<file path="config.mk">
export PLATFORM = sky130hd
export DESIGN_NAME = rx_chain_dma
export DESIGN_NICKNAME = d
export VERILOG_FILES = /design/src/rtl/rx_dma_pkg.sv /design/src/rtl/rx_dma_regs.sv /design/src/rtl/rx_dma_pack.sv /design/src/rtl/rx_dma_ctrl.sv /design/src/rtl/rx_chain_dma.sv
export SDC_FILE = /design/constraint.sdc
export NUM_CORES = 1
export LEC_CHECK = 0
export BUFFER_PORTS_ARGS = -buffer_cell sky130_fd_sc_hd__buf_4
export CORE_ASPECT_RATIO = 1.2
export CORE_UTILIZATION = 25
export CTS_BUF_LIST = sky130_fd_sc_hd__clkbuf_2
export DETAILED_ROUTE_END_ITERATION = 10
export PLACE_DENSITY = 0.43
export SYNTH_ARGS = -nofsm -noshare
export SYNTH_HDL_FRONTEND = slang
export SYNTH_SLANG_ARGS = --single-unit
</file>
<file path="constraint.sdc">
create_clock -name clk -period 5.4 [get_ports clk]
set_input_delay 0 -clock clk [delete_from_list [all_inputs] [get_ports clk]]
set_output_delay 0 -clock clk [all_outputs]
set_load 0.03 [all_outputs]
</file>
<file path="src/rtl/rx_dma_pkg.sv">
// Package: shared state encoding and descriptor layout for the chained
// receive DMA. Assumes 16-bit memory data with two byte lanes.
package rx_dma_pkg;

    typedef enum logic [2:0] {
        S_IDLE,
        S_FETCH,
        S_XFER,
        S_WBACK,
        S_NEXT,
        S_HALT
    } dma_state_t;

    // Descriptor field offsets (bytes from descriptor start)
    localparam int DESC_BYTES    = 8;
    localparam int OFS_LINK      = 0;
    localparam int OFS_STATUS    = 5;
    localparam int OFS_LEN       = 6;
    localparam int STAT_EOF_BIT  = 7;

    // Register select codes
    localparam logic [1:0] SEL_BASE = 2'd0;
    localparam logic [1:0] SEL_CUR  = 2'd1;
    localparam logic [1:0] SEL_END  = 2'd2;
    localparam logic [1:0] SEL_CTRL = 2'd3;

endpackage

</file>
<file path="src/rtl/rx_dma_regs.sv">
// Module: rx_dma_regs
// Holds the chain base, current descriptor offset, end-of-chain offset and
// the enable bit. Software writes through a select/data port; the engine
// reloads the current offset when it follows a link, and that reload takes
// priority over a software write in the same cycle.
// Assumes OFS_W >= BASE_W so the base fits in the write data.
module rx_dma_regs
    import rx_dma_pkg::*;
#(
    parameter int OFS_W  = 16,
    parameter int BASE_W = 8
) (
    input  logic              clk,
    input  logic              rst_n,
    input  logic              reg_we,
    input  logic [1:0]        reg_sel,
    input  logic [OFS_W-1:0]  reg_wdata,
    input  logic              cur_load,
    input  logic [OFS_W-1:0]  cur_next,
    output logic [BASE_W-1:0] base_o,
    output logic [OFS_W-1:0]  cur_o,
    output logic [OFS_W-1:0]  end_o,
    output logic              enable_o,
    output logic              end_wr_o
);

    // Register storage with engine priority on the current offset
    always_ff @(posedge clk) begin
        if (!rst_n) begin
            base_o   <= '0;
            cur_o    <= '0;
            end_o    <= '0;
            enable_o <= 1'b0;
        end else begin
            if (reg_we && reg_sel == SEL_BASE) base_o <= reg_wdata[BASE_W-1:0];
            if (reg_we && reg_sel == SEL_END)  end_o  <= reg_wdata;
            if (reg_we && reg_sel == SEL_CTRL) enable_o <= reg_wdata[0];
            if (cur_load)
                cur_o <= cur_next;
            else if (reg_we && reg_sel == SEL_CUR)
                cur_o <= reg_wdata;
        end
    end

    // Pulse telling the engine that the end offset was rewritten
    always_comb end_wr_o = reg_we && (reg_sel == SEL_END);

endmodule

</file>
<file path="src/rtl/rx_dma_pack.sv">
// Module: rx_dma_pack
// Collects up to two received bytes before a memory write and remembers
// whether the last accepted byte carried end-of-frame. It accepts bytes
// only while the controller allows it, fewer than 'want' bytes are held,
// and no end-of-frame is pending. A clear empties it after the write.
module rx_dma_pack (
    input  logic       clk,
    input  logic       rst_n,
    input  logic       take_en,
    input  logic [1:0] want,
    input  logic       clr,
    input  logic       rx_valid,
    input  logic [7:0] rx_data,
    input  logic       rx_eof,
    output logic       rx_ready,
    output logic [1:0] nheld,
    output logic [7:0] byte0,
    output logic [7:0] byte1,
    output logic       eof_seen
);

    // Readiness: room left for the current write and no frame end pending
    always_comb rx_ready = take_en && !eof_seen && (nheld < want);

    // Byte capture and end-of-frame tracking
    always_ff @(posedge clk) begin
        if (!rst_n) begin
            nheld    <= 2'd0;
            byte0    <= 8'h00;
            byte1    <= 8'h00;
            eof_seen <= 1'b0;
        end else if (clr) begin
            nheld    <= 2'd0;
            eof_seen <= 1'b0;
        end else if (rx_valid && rx_ready) begin
            if (nheld == 2'd0) byte0 <= rx_data;
            else               byte1 <= rx_data;
            nheld    <= nheld + 2'd1;
            eof_seen <= rx_eof;
        end
    end

endmodule

</file>
<file path="src/rtl/rx_dma_ctrl.sv">
// Module: rx_dma_ctrl
// Sequencer and memory master. It fetches a descriptor (four word reads),
// transfers received data into the buffer with word or byte writes, writes
// the length and status back, then follows the link. It halts when the
// current offset equals the end offset. Every access holds its request
// until acknowledge. Assumes 16 < ADDR_W <= 32 and 16-bit memory data.
module rx_dma_ctrl
    import rx_dma_pkg::*;
#(
    parameter int ADDR_W = 24,
    parameter int OFS_W  = 16,
    parameter int CNT_W  = 16
) (
    input  logic                     clk,
    input  logic                     rst_n,
    input  logic [ADDR_W-OFS_W-1:0]  base,
    input  logic [OFS_W-1:0]         cur,
    input  logic [OFS_W-1:0]         end_ofs,
    input  logic                     enable,
    input  logic                     end_wr,
    output logic                     cur_load,
    output logic [OFS_W-1:0]         cur_next,
    input  logic [1:0]               nheld,
    input  logic [7:0]               byte0,
    input  logic [7:0]               byte1,
    input  logic                     eof_seen,
    output logic [1:0]               want,
    output logic                     take_en,
    output logic                     pack_clr,
    output logic                     mem_req,
    output logic                     mem_we,
    output logic [ADDR_W-1:0]        mem_addr,
    output logic [15:0]              mem_wdata,
    output logic [1:0]               mem_be,
    input  logic [15:0]              mem_rdata,
    input  logic                     mem_ack,
    output logic                     irq_frame,
    output logic                     irq_ovf
);

    localparam int HI_W = ADDR_W - 16;

    dma_state_t          state;
    logic [1:0]          phase;
    logic [OFS_W-1:0]    link;
    logic [ADDR_W-1:0]   bar;
    logic [CNT_W-1:0]    bcr;
    logic [CNT_W-1:0]    rcvd;
    logic                frame_end;
    logic                wr_go;
    logic [OFS_W-1:0]    fld_ofs;
    logic [ADDR_W-1:0]   desc_addr;
    logic                done;

    // Word write only on even address with two or more bytes left
    always_comb want = (!bar[0] && bcr >= CNT_W'(2)) ? 2'd2 : 2'd1;

    // A data write is ready when the pair is complete or the frame ended
    always_comb wr_go = (state == S_XFER) && (bcr != '0) &&
                        ((nheld == want) || (eof_seen && nheld != 2'd0));

    // Receive intake is open only while a buffer has room
    always_comb take_en = (state == S_XFER) && (bcr != '0);

    // Field offset inside the descriptor for fetch and write-back
    always_comb begin
        if (state == S_FETCH)
            fld_ofs = OFS_W'({phase, 1'b0});
        else if (phase == 2'd0)
            fld_ofs = OFS_W'(OFS_LEN);
        else
            fld_ofs = OFS_W'(OFS_STATUS);
    end

    // Full descriptor byte address from base and offset
    always_comb desc_addr = {base, cur + fld_ofs};

    // Memory master outputs decoded from state
    always_comb begin
        mem_req   = 1'b0;
        mem_we    = 1'b0;
        mem_addr  = desc_addr;
        mem_wdata = 16'h0000;
        mem_be    = 2'b11;
        case (state)
            S_FETCH: mem_req = 1'b1;
            S_XFER: begin
                mem_req  = wr_go;
                mem_we   = 1'b1;
                mem_addr = bar;
                if (nheld == 2'd2) begin
                    mem_wdata = {byte1, byte0};
                    mem_be    = 2'b11;
                end else if (bar[0]) begin
                    mem_wdata = {byte0, 8'h00};
                    mem_be    = 2'b10;
                end else begin
                    mem_wdata = {8'h00, byte0};
                    mem_be    = 2'b01;
                end
            end
            S_WBACK: begin
                mem_req = 1'b1;
                mem_we  = 1'b1;
                if (phase == 2'd0) begin
                    mem_wdata = 16'(rcvd);
                    mem_be    = 2'b11;
                end else begin
                    mem_wdata = {frame_end, 7'b0, 8'h00};
                    mem_be    = 2'b10;
                end
            end
            default: ;
        endcase
    end

    // Access completion
    always_comb done = mem_req && mem_ack;

    // Pack buffer empties when its data write completes
    always_comb pack_clr = (state == S_XFER) && done;

    // Link follow and interrupts
    always_comb begin
        cur_load  = (state == S_NEXT);
        cur_next  = link;
        irq_frame = (state == S_NEXT) && frame_end;
        irq_ovf   = (state == S_HALT);
    end

    // Main sequencer
    always_ff @(posedge clk) begin
        if (!rst_n) begin
            state     <= S_IDLE;
            phase     <= 2'd0;
            link      <= '0;
            bar       <= '0;
            bcr       <= '0;
            rcvd      <= '0;
            frame_end <= 1'b0;
        end else begin
            case (state)
                S_IDLE: begin
                    if (enable) begin
                        phase     <= 2'd0;
                        frame_end <= 1'b0;
                        state     <= (cur == end_ofs) ? S_HALT : S_FETCH;
                    end
                end
                S_FETCH: begin
                    if (done) begin
                        phase <= phase + 2'd1;
                        case (phase)
                            2'd0: link <= mem_rdata[OFS_W-1:0];
                            2'd1: bar[15:0] <= mem_rdata;
                            2'd2: bar[ADDR_W-1:16] <= mem_rdata[HI_W-1:0];
                            default: begin
                                bcr   <= CNT_W'(mem_rdata);
                                rcvd  <= '0;
                                state <= S_XFER;
                            end
                        endcase
                    end
                end
                S_XFER: begin
                    if (done) begin
                        bar  <= bar + ADDR_W'(nheld);
                        bcr  <= bcr - CNT_W'(nheld);
                        rcvd <= rcvd + CNT_W'(nheld);
                        if (eof_seen) begin
                            frame_end <= 1'b1;
                            phase     <= 2'd0;
                            state     <= S_WBACK;
                        end
                    end else if (bcr == '0) begin
                        phase <= 2'd0;
                        state <= S_WBACK;
                    end
                end
                S_WBACK: begin
                    if (done) begin
                        if (phase == 2'd0) phase <= 2'd1;
                        else               state <= S_NEXT;
                    end
                end
                S_NEXT: state <= S_IDLE;
                S_HALT: if (end_wr) state <= S_IDLE;
                default: state <= S_IDLE;
            endcase
        end
    end

endmodule

</file>
<file path="src/rtl/rx_chain_dma.sv">
// Module: rx_chain_dma (top)
// Chained-descriptor receive DMA: register block, byte pairing stage and
// sequencer/memory master. Memory is byte addressed with a 16-bit data
// path; strobe bit 0 selects the even byte. All state resets synchronously
// on rst_n low.
module rx_chain_dma #(
    parameter int ADDR_W = 24,
    parameter int OFS_W  = 16,
    parameter int CNT_W  = 16
) (
    input  logic              clk,
    input  logic              rst_n,
    input  logic              rx_valid,
    input  logic [7:0]        rx_data,
    input  logic              rx_eof,
    output logic              rx_ready,
    output logic              mem_req,
    output logic              mem_we,
    output logic [ADDR_W-1:0] mem_addr,
    output logic [15:0]       mem_wdata,
    output logic [1:0]        mem_be,
    input  logic [15:0]       mem_rdata,
    input  logic              mem_ack,
    input  logic              reg_we,
    input  logic [1:0]        reg_sel,
    input  logic [OFS_W-1:0]  reg_wdata,
    output logic              irq_frame,
    output logic              irq_ovf
);

    localparam int BASE_W = ADDR_W - OFS_W;

    logic [BASE_W-1:0] base;
    logic [OFS_W-1:0]  cur;
    logic [OFS_W-1:0]  end_ofs;
    logic              enable;
    logic              end_wr;
    logic              cur_load;
    logic [OFS_W-1:0]  cur_next;
    logic [1:0]        nheld;
    logic [7:0]        byte0;
    logic [7:0]        byte1;
    logic              eof_seen;
    logic [1:0]        want;
    logic              take_en;
    logic              pack_clr;

    rx_dma_regs #(.OFS_W(OFS_W), .BASE_W(BASE_W)) i_regs (
        .clk(clk), .rst_n(rst_n),
        .reg_we(reg_we), .reg_sel(reg_sel), .reg_wdata(reg_wdata),
        .cur_load(cur_load), .cur_next(cur_next),
        .base_o(base), .cur_o(cur), .end_o(end_ofs),
        .enable_o(enable), .end_wr_o(end_wr)
    );

    rx_dma_pack i_pack (
        .clk(clk), .rst_n(rst_n),
        .take_en(take_en), .want(want), .clr(pack_clr),
        .rx_valid(rx_valid), .rx_data(rx_data), .rx_eof(rx_eof),
        .rx_ready(rx_ready), .nheld(nheld),
        .byte0(byte0), .byte1(byte1), .eof_seen(eof_seen)
    );

    rx_dma_ctrl #(.ADDR_W(ADDR_W), .OFS_W(OFS_W), .CNT_W(CNT_W)) i_ctrl (
        .clk(clk), .rst_n(rst_n),
        .base(base), .cur(cur), .end_ofs(end_ofs),
        .enable(enable), .end_wr(end_wr),
        .cur_load(cur_load), .cur_next(cur_next),
        .nheld(nheld), .byte0(byte0), .byte1(byte1), .eof_seen(eof_seen),
        .want(want), .take_en(take_en), .pack_clr(pack_clr),
        .mem_req(mem_req), .mem_we(mem_we), .mem_addr(mem_addr),
        .mem_wdata(mem_wdata), .mem_be(mem_be),
        .mem_rdata(mem_rdata), .mem_ack(mem_ack),
        .irq_frame(irq_frame), .irq_ovf(irq_ovf)
    );

endmodule

</file>
* Word level (Yosys, flattened, before mapping) *
Index checks and enable logic that the tools add are counted.
Widths: inputs -> output; s select.

word-level totals
  register bits = 138
  bits of input ports = 48
  output and inout port bits = 47

cells by class
  reductions and logical operators = 41
  multiplexer cells = 52
  magnitude comparators = 2
  equal/unequal tests = 26
  $add $sub $neg = 6
  bitwise operators = 3

operators by type and width
  cell                 count
  $mux 16              13
  $pmux 16 s2          3
  $mux 24              3
  $pmux 24 s2          1
  $mux 3               10
  $add 24x2->24        1
  $mux 2               11
  $add 16x16->16       1
  $add 16x2->16        1
  $eq 16x16->1         1
  $ge 16x2->1 const B  1
  $logic_not 16->1     1
  $reduce_and 4->1     4
  $reduce_bool 16->1   1
  $sub 16x2->16        1
  $pmux 3 s5           1
  $logic_and 1x1->1    14
  $ne 2x2->1 const B   6
  $ne 2x1->1 const B   5
  $reduce_and 3->1     3
  $eq 2x2->1 const B   4
  $mux 8               1
  $pmux 2 s4           1
  $reduce_and 8->1     1
  other kinds (22)     41

* Longest topological paths before layout *
Gate-level depths: netlist of the first run.

  depth after elaboration = 11
  gate-level depth with buffers = 12

* By module *
Synthesis of the first run repeated with hierarchy kept, for this count alone.

second synthesis, totals
  cell total of the unflattened synthesis = 1039
  area total of the unflattened synthesis = 7977.7 sq um

by module, submodules not included
  module       instances  cells an instance  area each (sq um)
  rx_dma_ctrl  1          765                5486.5
  rx_dma_regs  1          191                1705.4
  rx_dma_pack  1          83                 785.8

* Worst setup path before layout of the first run *
Ideal clock, no wire load.

  path type = flip-flop to flip-flop
  from = reg i_ctrl.bcr[5]
  to = reg i_pack.byte0[0]
  cell stages (with the launch flop) = 10
  path slack = 2.257 ns
  required time = 5.272 ns
  arrival = 3.016 ns
  path buffers = 0
  path through = dfxtp_1 > or4_1 > nor3_1 > a31o_2 > ha_1 > and2_1 > o211a_1 > a2111oi_4 > mux2i_1 > nor2_1

between the ends
  cells in the longest elaborated chain, start to end = 11
  elaborated cells between the ends (all ways) = 17

ends and longest elaborated chain
  element                       RTL line            RTL
  start: declaration            rx_dma_ctrl.sv:47   logic [CNT_W-1:0] bcr;
  start signal: assignment      rx_dma_ctrl.sv:158  bcr <= CNT_W'(mem_rdata);
  start signal: assignment      rx_dma_ctrl.sv:168  bcr <= bcr - CNT_W'(nheld);
  $ge 16x2->1                   rx_dma_ctrl.sv:56   always_comb want = (!bar[0] && bcr >= CNT_W'(2)) ? 2'd2 : 2'd1;
  $logic_and 1x1->1             rx_dma_ctrl.sv:56
  $mux 2                        rx_dma_ctrl.sv:56
  $eq 2x2->1                    rx_dma_ctrl.sv:60   ((nheld == want) || (eof_seen && nheld != 2'd0));
  $logic_or 1x1->1              rx_dma_ctrl.sv:60
  $logic_and 1x1->1             rx_dma_ctrl.sv:59   always_comb wr_go = (state == S_XFER) && (bcr != '0) &&
  $pmux 1 s2                    rx_dma_ctrl.sv:85   case (state)
  $logic_and 1x1->1             rx_dma_ctrl.sv:118  always_comb done = mem_req && mem_ack;
  $logic_and 1x1->1             rx_dma_ctrl.sv:121  always_comb pack_clr = (state == S_XFER) && done;
  $not 1->1 (no line)           n/a
  $reduce_and 3->1 (no line) *  n/a
  end signal: assignment        rx_dma_pack.sv:36   if (nheld == 2'd0) byte0 <= rx_data;
  end: declaration              rx_dma_pack.sv:17   output logic [7:0] byte0,

Every way passes the cells marked *; elsewhere a longest branch is shown, timed or not.
A chain may end at the register's enable or synchronous reset.

* Final worst setup path of the first run *
Same ends and word-level chain as after synthesis.

==> impl_metrics.csv, run 1 <==
group,metric,value,unit
detailed_routing,drc,0,
critical_path,cp_top_family,"compound AO/OA/AOI/OAI gates",
floorplanning,coreArea,31600,um2
power,power_leakage,0.00388,uW
flow_run,maxCapViolCount,0,
floorplanning,rows,71,
synth,syn_inst,1057,
final_layout,stdcell_area,10500,um2
synth,synth_area_leader_cell,"dfxtp_1",
critical_path,cp.depth,10,
clock_network,insertion_delay,0.77,ns
critical_path,r2r-end,"i_pack.byte0[0]",
global_route,grt_overflow,0,
final_layout,final_common_cell,"nand2_1",
final_layout,drive_above_1_share,12.7,%
detailed_routing,firstDrtPassIters,5,
sta,period_share,83.0,%
sta,clock_skew,0.0440,ns
global_route,antenna_found_initial,1,
floorplanning,die_w,166,um
final_layout,nNetsFinal,1281,
synth,synth_warnings,0,
detailed_routing,vias,8465,
floorplanning,die-area,33100,um2
sta,setup_viol,0,
synth,synth_edf_count,0,
global_route,grt_pass1_wl,47.3,mm
placed_design,placedCellCount,1486,
synth,synth_ff_type,"dfxtp_1",
synth,synth_seq_cells,138,
sta,tightestPinTransition,1.13,ns
critical_path,path_max_fanout,12,
critical_path,cpMaxStageDelayCell,"a2111oi_4",
final_layout,fin_cells,1627,
critical_path,critical_path_class,"reg2reg",
synth,syn_avg_cell_area,7.67,um2
critical_path,crit_end,"i_pack.byte0[0]",
clock_network,cts_root_buf,"clkbuf_2",
synth,yosysUniqueCellTypes,68,
sta,rsz0062_at_grt,"false",
clock_network,path_clk_slew,0.25,ns
final_layout,final_cell_mix,"nand2_1 (167), dfxtp_1 (138), a21oi_1 (125), dlygate4sd3_1 (108), buf_4 (106)",
critical_path,slowest_delay,0.87,ns
critical_path,crit_buf_inv,1,
sta,relSlewSlack,24.4,%
sta,timing.setup.tns,0,ns
final_layout,area_delta_synth_final,29.9,%
placed_design,dp_hpwl,21.3,mm
critical_path,r2r_slack,0.92,ns
clock_network,clock_path_buffers,2,
critical_path,rr_worst_depth,10,
critical_path,critPathCaptureType,"flip-flop",
worst_hold_path,min_path_type,"in2reg",
synth,ys_top_cells_by_area,"dfxtp_1 (34%), nand2_1 (7.7%), a21oi_1 (7.7%)",
critical_path,crit_arrival,5.12,ns
critical_path,rr_startpoint,"i_ctrl.bcr[5]",
sta,fmax,0.223,GHz
power,power.total,3130,uW
floorplanning,die_h,199,um
critical_path,crit_start,"i_ctrl.bcr[5]",
synth,yosysSeqAreaShare,34.1,%
floorplanning,start_util,25.6,%
global_route,grt_start_max_net_pins,50,
placed_design,gp_congestion,0.776,
detailed_routing,detail-route-antenna-nets,0,
detailed_routing,dr.first_iter.drc_count,520,
synth,synth_top_area_share,34.1,%
critical_path,critPathLaunchType,"flip-flop",
synth,synth_nets,1126,
critical_path,cp_cell_sequence,"or4_1 -> nor3_1 -> a31o_2 -> ha_1 -> and2_1 -> o211a_1 -> a2111oi_4 -> mux2i_1 -> dlygate4sd3_1 -> nor2_1",
floorplanning,io_pins,95,
synth,async_reset_ff_share,0,%
critical_path,required,6.04,ns
sta,drv_slew,0,
detailed_routing,via_per_inst,5.20,
global_route,grt_pass1_vias,8150,
detailed_routing,drt_wl_total,30.4,mm
sta,hold_viol_final,0,
global_route,track_usage,18.4,%
clock_network,cts_sinks,138,
status,status,"completed",
clock_network,cts_buffers,17,
synth,synthesis.area,8100,um2
detailed_routing,wire_per_inst,18.7,um
power,peakVddDrop,0.000159,V
clock_network,htree_levels,4,
clock_network,cts_tree,"built",
placed_design,io_buffers,94,
sta,post-route-min-period,4.48,ns
clock_network,cts_setup_buffers,0,
placed_design,placedInstanceArea,9100,um2
power,power_density,297,nW/um2
## layout make-up
cell class / count / area (um2)
Fill cell: 3457 / 21100
Multi-Input combinational cell: 811 / 4910
Sequential cell: 138 / 2760
Timing Repair Buffer: 215 / 1900
Tap cell: 401 / 502
Clock inverter: 13 / 248
Inverter: 29 / 110
Clock buffer: 19 / 95.1
Antenna cell: 1 / 2.50
## per-layer routing
layer / GRT usage, % / part of all wire, % / vias up
met5: 0 / 0 / -
met4: 6.00 / 1.8 / 0
met3: 2.44 / 2.8 / 33
met2: 32.4 / 50 / 163
met1: 23.3 / 46 / 4118
li1: - / - / 4151
## worst min-delay path by stage
stage                             from                  to  slack [ns]  cells after the start
after floorplan           reg_wdata[0]     i_regs.end_o[0]        0.14                      2
after global placement          rx_eof     i_pack.eof_seen        0.26                      3
after detailed placement        rx_eof     i_pack.eof_seen        0.26                      3
after CTS                 reg_wdata[0]    i_regs.base_o[0]      0.0004                      4
after global routing      mem_rdata[1]  i_ctrl.cur_next[1]       0.006                      4
final                     reg_wdata[0]    i_regs.base_o[0]        0.06                      4
## report_power, final
part | switching (uW) | total (uW) | internal, uW
registers | 74.5 | 1140 | 1060
logic | 724 | 1120 | 396
clock network | 426 | 870 | 444
total | 1230 | 3130 | 1900
## through the flow
step	setup slack, ns	util, %	hold slack, ns
floorplan	2.26	-	0.136
global placement	1.28	28.8	0.256
detailed placement	1.23	28.8	0.259
CTS	0.956	33.3	0.000410
global route	0.705	33.3	0.00619
finish	0.919	33.3	0.0629
## tightest hold or removal path, delay by kind of cell
family	cells	cell delay [ns]
buf+inv	2	0.64
simple gates	1	0.07
mux	1	0.06
## cells by family (layout without fill, tap and decap cells)
kind of cell | after synthesis | in the layout | synth area share, %
AO/OA/AOI/OAI | 308 | 308 | 24.3
flip-flops | 138 | 138 | 34.1
XOR/XNOR | 29 | 29 | 3.13
AND/OR/NAND/NOR | 414 | 414 | 24.6
buffers and inverters | 108 | 276 | 5.39
multiplexers | 39 | 39 | 4.82
other | 0 | 1 | 0
adder cells (fa/ha/maj) | 21 | 21 | 3.61
## state kept, by name, indices dropped and copies added, names as in the netlist
register          count
i_ctrl.bar           24
i_ctrl.bcr           16
i_ctrl.cur_next      16
i_ctrl.frame_end      1
i_ctrl.phase          2
i_ctrl.rcvd          16
i_ctrl.state          3
i_pack.byte0          8
i_pack.byte1          8
i_pack.eof_seen       1
i_pack.nheld          2
i_regs.base_o         8
i_regs.cur_o         16
i_regs.enable_o       1
i_regs.end_o         16
## synthesized netlist by cell type (5+ instances only)
library cell,n
a32oi_1,10
o31ai_1,22
nor4_1,8
xnor2_1,23
a31oi_1,12
or4_1,10
nand4_1,29
o32ai_1,10
nor2b_1,5
nor2_1,81
nand2_1,167
and2_1,8
dfxtp_1,138
o21ai_0,46
nor3_1,16
xor2_1,6
mux2i_1,39
inv_1,29
a21oi_1,125
or3_1,9
o211ai_1,6
buf_4,5
ha_1,17
clkbuf_1,52
a22o_1,12
buf_2,10
a211oi_1,18
nand3_1,36
o22ai_1,6
a21o_1,6
and3_1,14
buf_1,12
nand2b_1,7
## what timing repair did
action / CTS / global route
hold buffers: 107 / 1
resized for setup: 0 / 0
hold endpoints to repair: 121 / 1
Power figures use the tool's default switching activity.
==> run 2: changes to the inputs <==
Clock period 5.4 ns to 4.35 ns, I/O delays scaled along.
==> run 2 against run 1 <==
Clock power is essentially flat. Critical endpoint is now i_pack.byte0[2]. Wire length shrank 0.10%. Core utilization grew 0.12 points. Critical path depth grew 2. Highest routed layer unchanged. Non-clock buffer count grew 14. Sequential power grew 21%.
==> impl_metrics.csv, run 2 (same netlist as run 1, synthesis figures left out) <==
group,metric,value,unit
status,status,"completed",
critical_path,critPathCaptureType,"flip-flop",
detailed_routing,via_per_inst,5.16,
global_route,grt_pass1_wl,48.0,mm
global_route,antenna_found_initial,1,
final_layout,largest_reg_flops,24,
final_layout,final_common_cell,"nand2_1",
sta,hold_viol_final,0,
sta,period_share,91.4,%
placed_design,placedCellCount,1495,
clock_network,htree_levels,4,
clock_network,clock_path_buffers,2,
clock_network,cts_root_buf,"clkbuf_2",
detailed_routing,detail-route-antenna-nets,0,
floorplanning,rows,71,
clock_network,cts_buffers,17,
floorplanning,die_h,199,um
global_route,grt_start_max_net_pins,114,
sta,relSlewSlack,26.0,%
power,power_density,351,nW/um2
final_layout,top_register,"i_ctrl.bar",
sta,timing.setup.tns,0,ns
critical_path,cp_cell_sequence,"or4_1 -> nor3_1 -> buf_4 -> a31o_2 -> ha_1 -> and2_1 -> o211a_1 -> a2111oi_4 -> buf_4 -> mux2i_1 -> dlygate4sd3_1 -> nor2_1",
critical_path,cp_top_family,"simple AND/OR/NAND/NOR gates",
sta,rsz0062_at_grt,"false",
critical_path,crit_buf_inv,3,
power,power.total,3700,uW
final_layout,final_cell_mix,"nand2_1 (167), dfxtp_1 (138), a21oi_1 (125), buf_4 (115), dlygate4sd3_1 (113)",
critical_path,path_max_fanout,12,
clock_network,cts_sinks,138,
floorplanning,start_util,25.6,%
sta,clock_skew,0.0446,ns
sta,setup_viol,0,
critical_path,crit_arrival,4.65,ns
final_layout,area_delta_synth_final,30.4,%
global_route,track_usage,18.6,%
floorplanning,coreArea,31600,um2
detailed_routing,vias,8471,
sta,tightestPinTransition,1.11,ns
clock_network,path_clk_slew,0.24,ns
detailed_routing,wire_per_inst,18.5,um
floorplanning,io_pins,95,
critical_path,critical_path_class,"reg2reg",
worst_hold_path,min_path_type,"in2reg",
critical_path,cp_common_cell,"buf_4",
critical_path,critPathLaunchType,"flip-flop",
critical_path,cpMaxStageDelayCell,"or4_1",
detailed_routing,drt_wl_total,30.3,mm
critical_path,slowest_delay,0.59,ns
placed_design,gp_congestion,0.822,
sta,fmax,0.251,GHz
clock_network,ctsResizeCount,0,
flow_run,maxCapViolCount,0,
global_route,grt_overflow,0,
critical_path,required,5.02,ns
detailed_routing,firstDrtPassIters,5,
placed_design,io_buffers,94,
floorplanning,die_w,166,um
placed_design,dp_hpwl,21.0,mm
power,peakVddDrop,0.000233,V
detailed_routing,drc,0,
final_layout,fin_cells,1641,
final_layout,n_fill_cell,3420,
power,power_leakage,0.00390,uW
global_route,grt_pass1_vias,8262,
detailed_routing,dr.first_iter.drc_count,407,
sta,drv_slew,0,
final_layout,drive_above_1_share,13.3,%
final_layout,nNetsFinal,1295,
sta,post-route-min-period,3.98,ns
clock_network,cts_tree,"built",
clock_network,insertion_delay,0.77,ns
floorplanning,die-area,33100,um2
run 2: cell types whose count changed in the layout (fill, tap and decap cells not counted):
| cell | before | now |
|---|---|---|
| buf_4 | 106 | 115 |
| bufinv_16 | 7 | 3 |
| clkinvlp_4 | 2 | 5 |
| dlygate4sd3_1 | 108 | 113 |
| clkinv_4 | 1 | 2 |
| inv_6 | 0 | 2 |
| clkbuf_2 | 19 | 18 |
| clkinv_1 | 1 | 0 |
run 2: area by class of cell:
type,count,area (um2),share of cell area (%)
diodes,1,2.50,0.0237
clock buffers,18,90.1,0.853
repair buffers,229,2010,19.1
inverters,29,110,1.04
flip-flops and latches,138,2760,26.1
well taps,401,502,4.75
multi-input cells,811,4910,46.5
clock inverters,14,173,1.63
run 2: timing repair:
action,in CTS,in global routing
hold endpoints to repair,123,0
setup endpoints to repair,0,0
hold buffers,113,0
buffers inserted,0,0
run 2: report_power, final:
| group | switching [uW] | internal [uW] |
|---|---|---|
| logic | 942 | 515 |
| clock network | 545 | 324 |
| registers | 55.9 | 1320 |
| total | 1540 | 2160 |
run 2: stage by stage:
stage | util (%) | hold WS [ns] | setup WS, ns | cell area [um2]
after floorplan | - | 0.136 | 1.21 | 8100
after global placement | 29.0 | 0.254 | 0.949 | 9170
after detailed placement | 29.0 | 0.261 | 0.896 | 9170
after CTS | 33.4 | 0.000263 | 0.211 | 10600
after global routing | 33.4 | 0.0230 | 0.0532 | 10600
final | 33.4 | 0.0793 | 0.372 | 10600
run 2: routing by layer:
metal	share of wire [%]	vias up	track usage (%)
met1	46	4072	23.7
met4	2.0	0	6.28
met2	49	186	32.4
met3	2.8	33	2.57
li1	-	4180	-
met5	0	-	0
run 2: worst min-delay path, cell delays in order:
cell and delay, ns:
dlygate4sd3_1 0.54, buf_4 0.14, nand4_1 0.08, a21oi_1 0.06
run 2: path summary, 6_finish.rpt:
kind,start,endpoint,slack (ns),cells past startpoint
min reg2reg,i_ctrl.cur_next[0],i_ctrl.cur_next[0],0.48,2
max,i_ctrl.bcr[5],i_pack.byte0[2],0.37,12
min,rx_data[3],i_pack.byte1[3],0.08,4
max reg2reg,i_ctrl.bcr[5],i_pack.byte0[2],0.37,12
==> run 3: changes to the inputs <==
Settings changed: PLACE_DENSITY 0.43 to 0.44.
Clock period 4.35 ns to 3.4 ns, I/O delays scaled along.
==> run 3 against run 2 <==
The flow now finishes with violations (DRC). Count of clock-buffer cells in the layout did not move. Core utilization about the same. Worst setup slack worse by 0.24 ns. Non-clock buffer count stayed put. Highest routed layer unchanged. Largest power group unchanged.
==> impl_metrics.csv, run 3 (same netlist as run 1, synthesis figures left out) <==
group,metric,value,unit
status,status,"complete, but fails checks",
status,failed_checks,"DRC",
final_layout,drive_above_1_share,15.5,%
detailed_routing,wire_per_inst,18.5,um
critical_path,cp_top_family,"simple AND/OR/NAND/NOR gates",
clock_network,cts_setup_buffers,0,
detailed_routing,vias,8563,
sta,hold_viol_final,0,
global_route,antenna_found_initial,1,
flow_run,maxCapViolCount,0,
critical_path,crit_arrival,3.94,ns
detailed_routing,detail-route-antenna-nets,0,
final_layout,largest_reg_flops,24,
global_route,grt_overflow,0,
floorplanning,io_pins,95,
detailed_routing,via_per_inst,5.22,
final_layout,final_common_cell,"nand2_1",
floorplanning,die_h,199,um
sta,rsz0062_at_grt,"false",
placed_design,io_buffers,94,
floorplanning,rows,71,
clock_network,path_clk_slew,0.21,ns
clock_network,htree_levels,4,
sta,period_share,96.1,%
clock_network,cts_root_buf,"clkbuf_2",
floorplanning,coreArea,31600,um2
detailed_routing,drt_wl_total,30.3,mm
clock_network,cts_tree,"built",
clock_network,clock_path_buffers,2,
sta,clock_skew,0.0334,ns
global_route,grt_pass1_vias,8351,
detailed_routing,drc,1,
final_layout,nNetsFinal,1295,
clock_network,cts_sinks,138,
detailed_routing,firstDrtPassIters,7,
critical_path,cp_cell_sequence,"or4_4 -> nor3_2 -> a31o_2 -> ha_1 -> and2_1 -> o211a_1 -> buf_4 -> o31ai_1 -> a21oi_1 -> dlygate4sd3_1",
global_route,grt_pass1_wl,47.3,mm
critical_path,crit_buf_inv,2,
clock_network,cts_buffers,17,
placed_design,gp_congestion,0.769,
global_route,grt_start_max_net_pins,70,
sta,setup_viol,0,
sta,post-route-min-period,3.27,ns
floorplanning,die_w,166,um
final_layout,area_delta_synth_final,30.5,%
final_layout,top_register,"i_ctrl.bar",
critical_path,cpMaxStageDelayCell,"dlygate4sd3_1",
critical_path,critPathCaptureType,"flip-flop",
placed_design,pre_cts_slack,0.217,ns
critical_path,critical_path_class,"reg2reg",
floorplanning,start_util,25.6,%
sta,relSlewSlack,42.9,%
final_layout,post-route-util,33.4,%
worst_hold_path,min_path_type,"in2reg",
power,power_density,440,nW/um2
critical_path,slowest_delay,0.57,ns
placed_design,dp_hpwl,21.5,mm
power,power_leakage,0.00394,uW
sta,timing.setup.tns,0,ns
power,peakVddDrop,0.000322,V
detailed_routing,dr.first_iter.drc_count,456,
final_layout,n_fill_cell,3467,
critical_path,critPathLaunchType,"flip-flop",
global_route,track_usage,18.4,%
clock_network,insertion_delay,0.75,ns
critical_path,required,4.07,ns
sta,final.setup.worst_slack,0.133,ns
critical_path,path_max_fanout,9,
sta,tightestPinTransition,0.857,ns
sta,fmax,0.306,GHz
floorplanning,die-area,33100,um2
sta,drv_slew,0,
final_layout,final_cell_mix,"nand2_1 (167), dfxtp_1 (137), buf_4 (130), a21oi_1 (123), dlygate4sd3_1 (98)",
run 3: changes by cell type in the layout (fill, tap and decap cells not counted), sizes merged:
cell / before / now
buf: 116 / 131
bufinv: 3 / 2
clkinv: 5 / 10
clkinvlp: 5 / 2
dlygate4sd3: 113 / 98
inv: 30 / 28
run 3: final timing paths:
path                           start                  end  slack (ns)  cells past startpoint
setup reg to reg       i_ctrl.bcr[5]      i_pack.byte1[6]        0.13                     10
hold / removal         mem_rdata[11]  i_ctrl.cur_next[11]        0.08                      4
hold reg to reg   i_ctrl.cur_next[7]   i_ctrl.cur_next[7]        0.48                      2
setup / recovery       i_ctrl.bcr[5]      i_pack.byte1[6]        0.13                     10
run 3: repair_timing:
action	CTS	global route
hold endpoints to repair	126	0
endpoints found under the setup margin	14	22
gates resized for setup	9	15
hold buffers	98	0
pin swaps	0	1
run 3: worst reg2reg max path: stages, from the launching register on:
cell           delay (ns)
dfxtp_1              0.37
or4_4                0.56
nor3_2               0.24
a31o_2               0.21
ha_1                 0.23
and2_1               0.16
o211a_1              0.30
buf_4                0.20
o31ai_1              0.26
a21oi_1              0.10
dlygate4sd3_1        0.57
run 3: routing by layer:
metal / wire length (um) / GRT usage [%] / part of all wire (%) / vias to the layer above
met5: 0 / 0 / 0 / -
met4: 793 / 7.10 / 2.6 / 0
met3: 923 / 2.65 / 3.0 / 42
met2: 14900 / 32.6 / 49 / 166
met1: 13600 / 22.5 / 45 / 4171
li1: - / - / - / 4184
run 3: stage by stage:
step                hold WS, ns  instance area (um2)  total power (uW)  cells
detailed placement        0.260                 9280              3580   1510
global placement          0.255                 9280              3590   1510
global route            0.00962                10600              4930   1640
finish                   0.0844                10600              4660   1640
floorplan                 0.136                 8100              2920   1057
CTS                    0.000405                10500              4680   1639
run 3: power by group:
part | switching, uW | total, uW | internal [uW]
Sequential | 78.1 | 1770 | 1690
Combinational | 1220 | 1890 | 676
Clock | 664 | 993 | 329
Total | 1960 | 4660 | 2700
run 3: cell type report:
| type | count | area, um2 | share of cell area (%) |
|---|---|---|---|
| multi-input cells | 811 | 5000 | 47.3 |
| flip-flops and latches | 138 | 2760 | 26.1 |
| repair buffers | 229 | 1980 | 18.7 |
| well taps | 401 | 502 | 4.75 |
| clock inverters | 13 | 130 | 1.23 |
| inverters | 29 | 110 | 1.04 |
| clock buffers | 18 | 90.1 | 0.852 |
| diodes | 1 | 2.50 | 0.0237 |
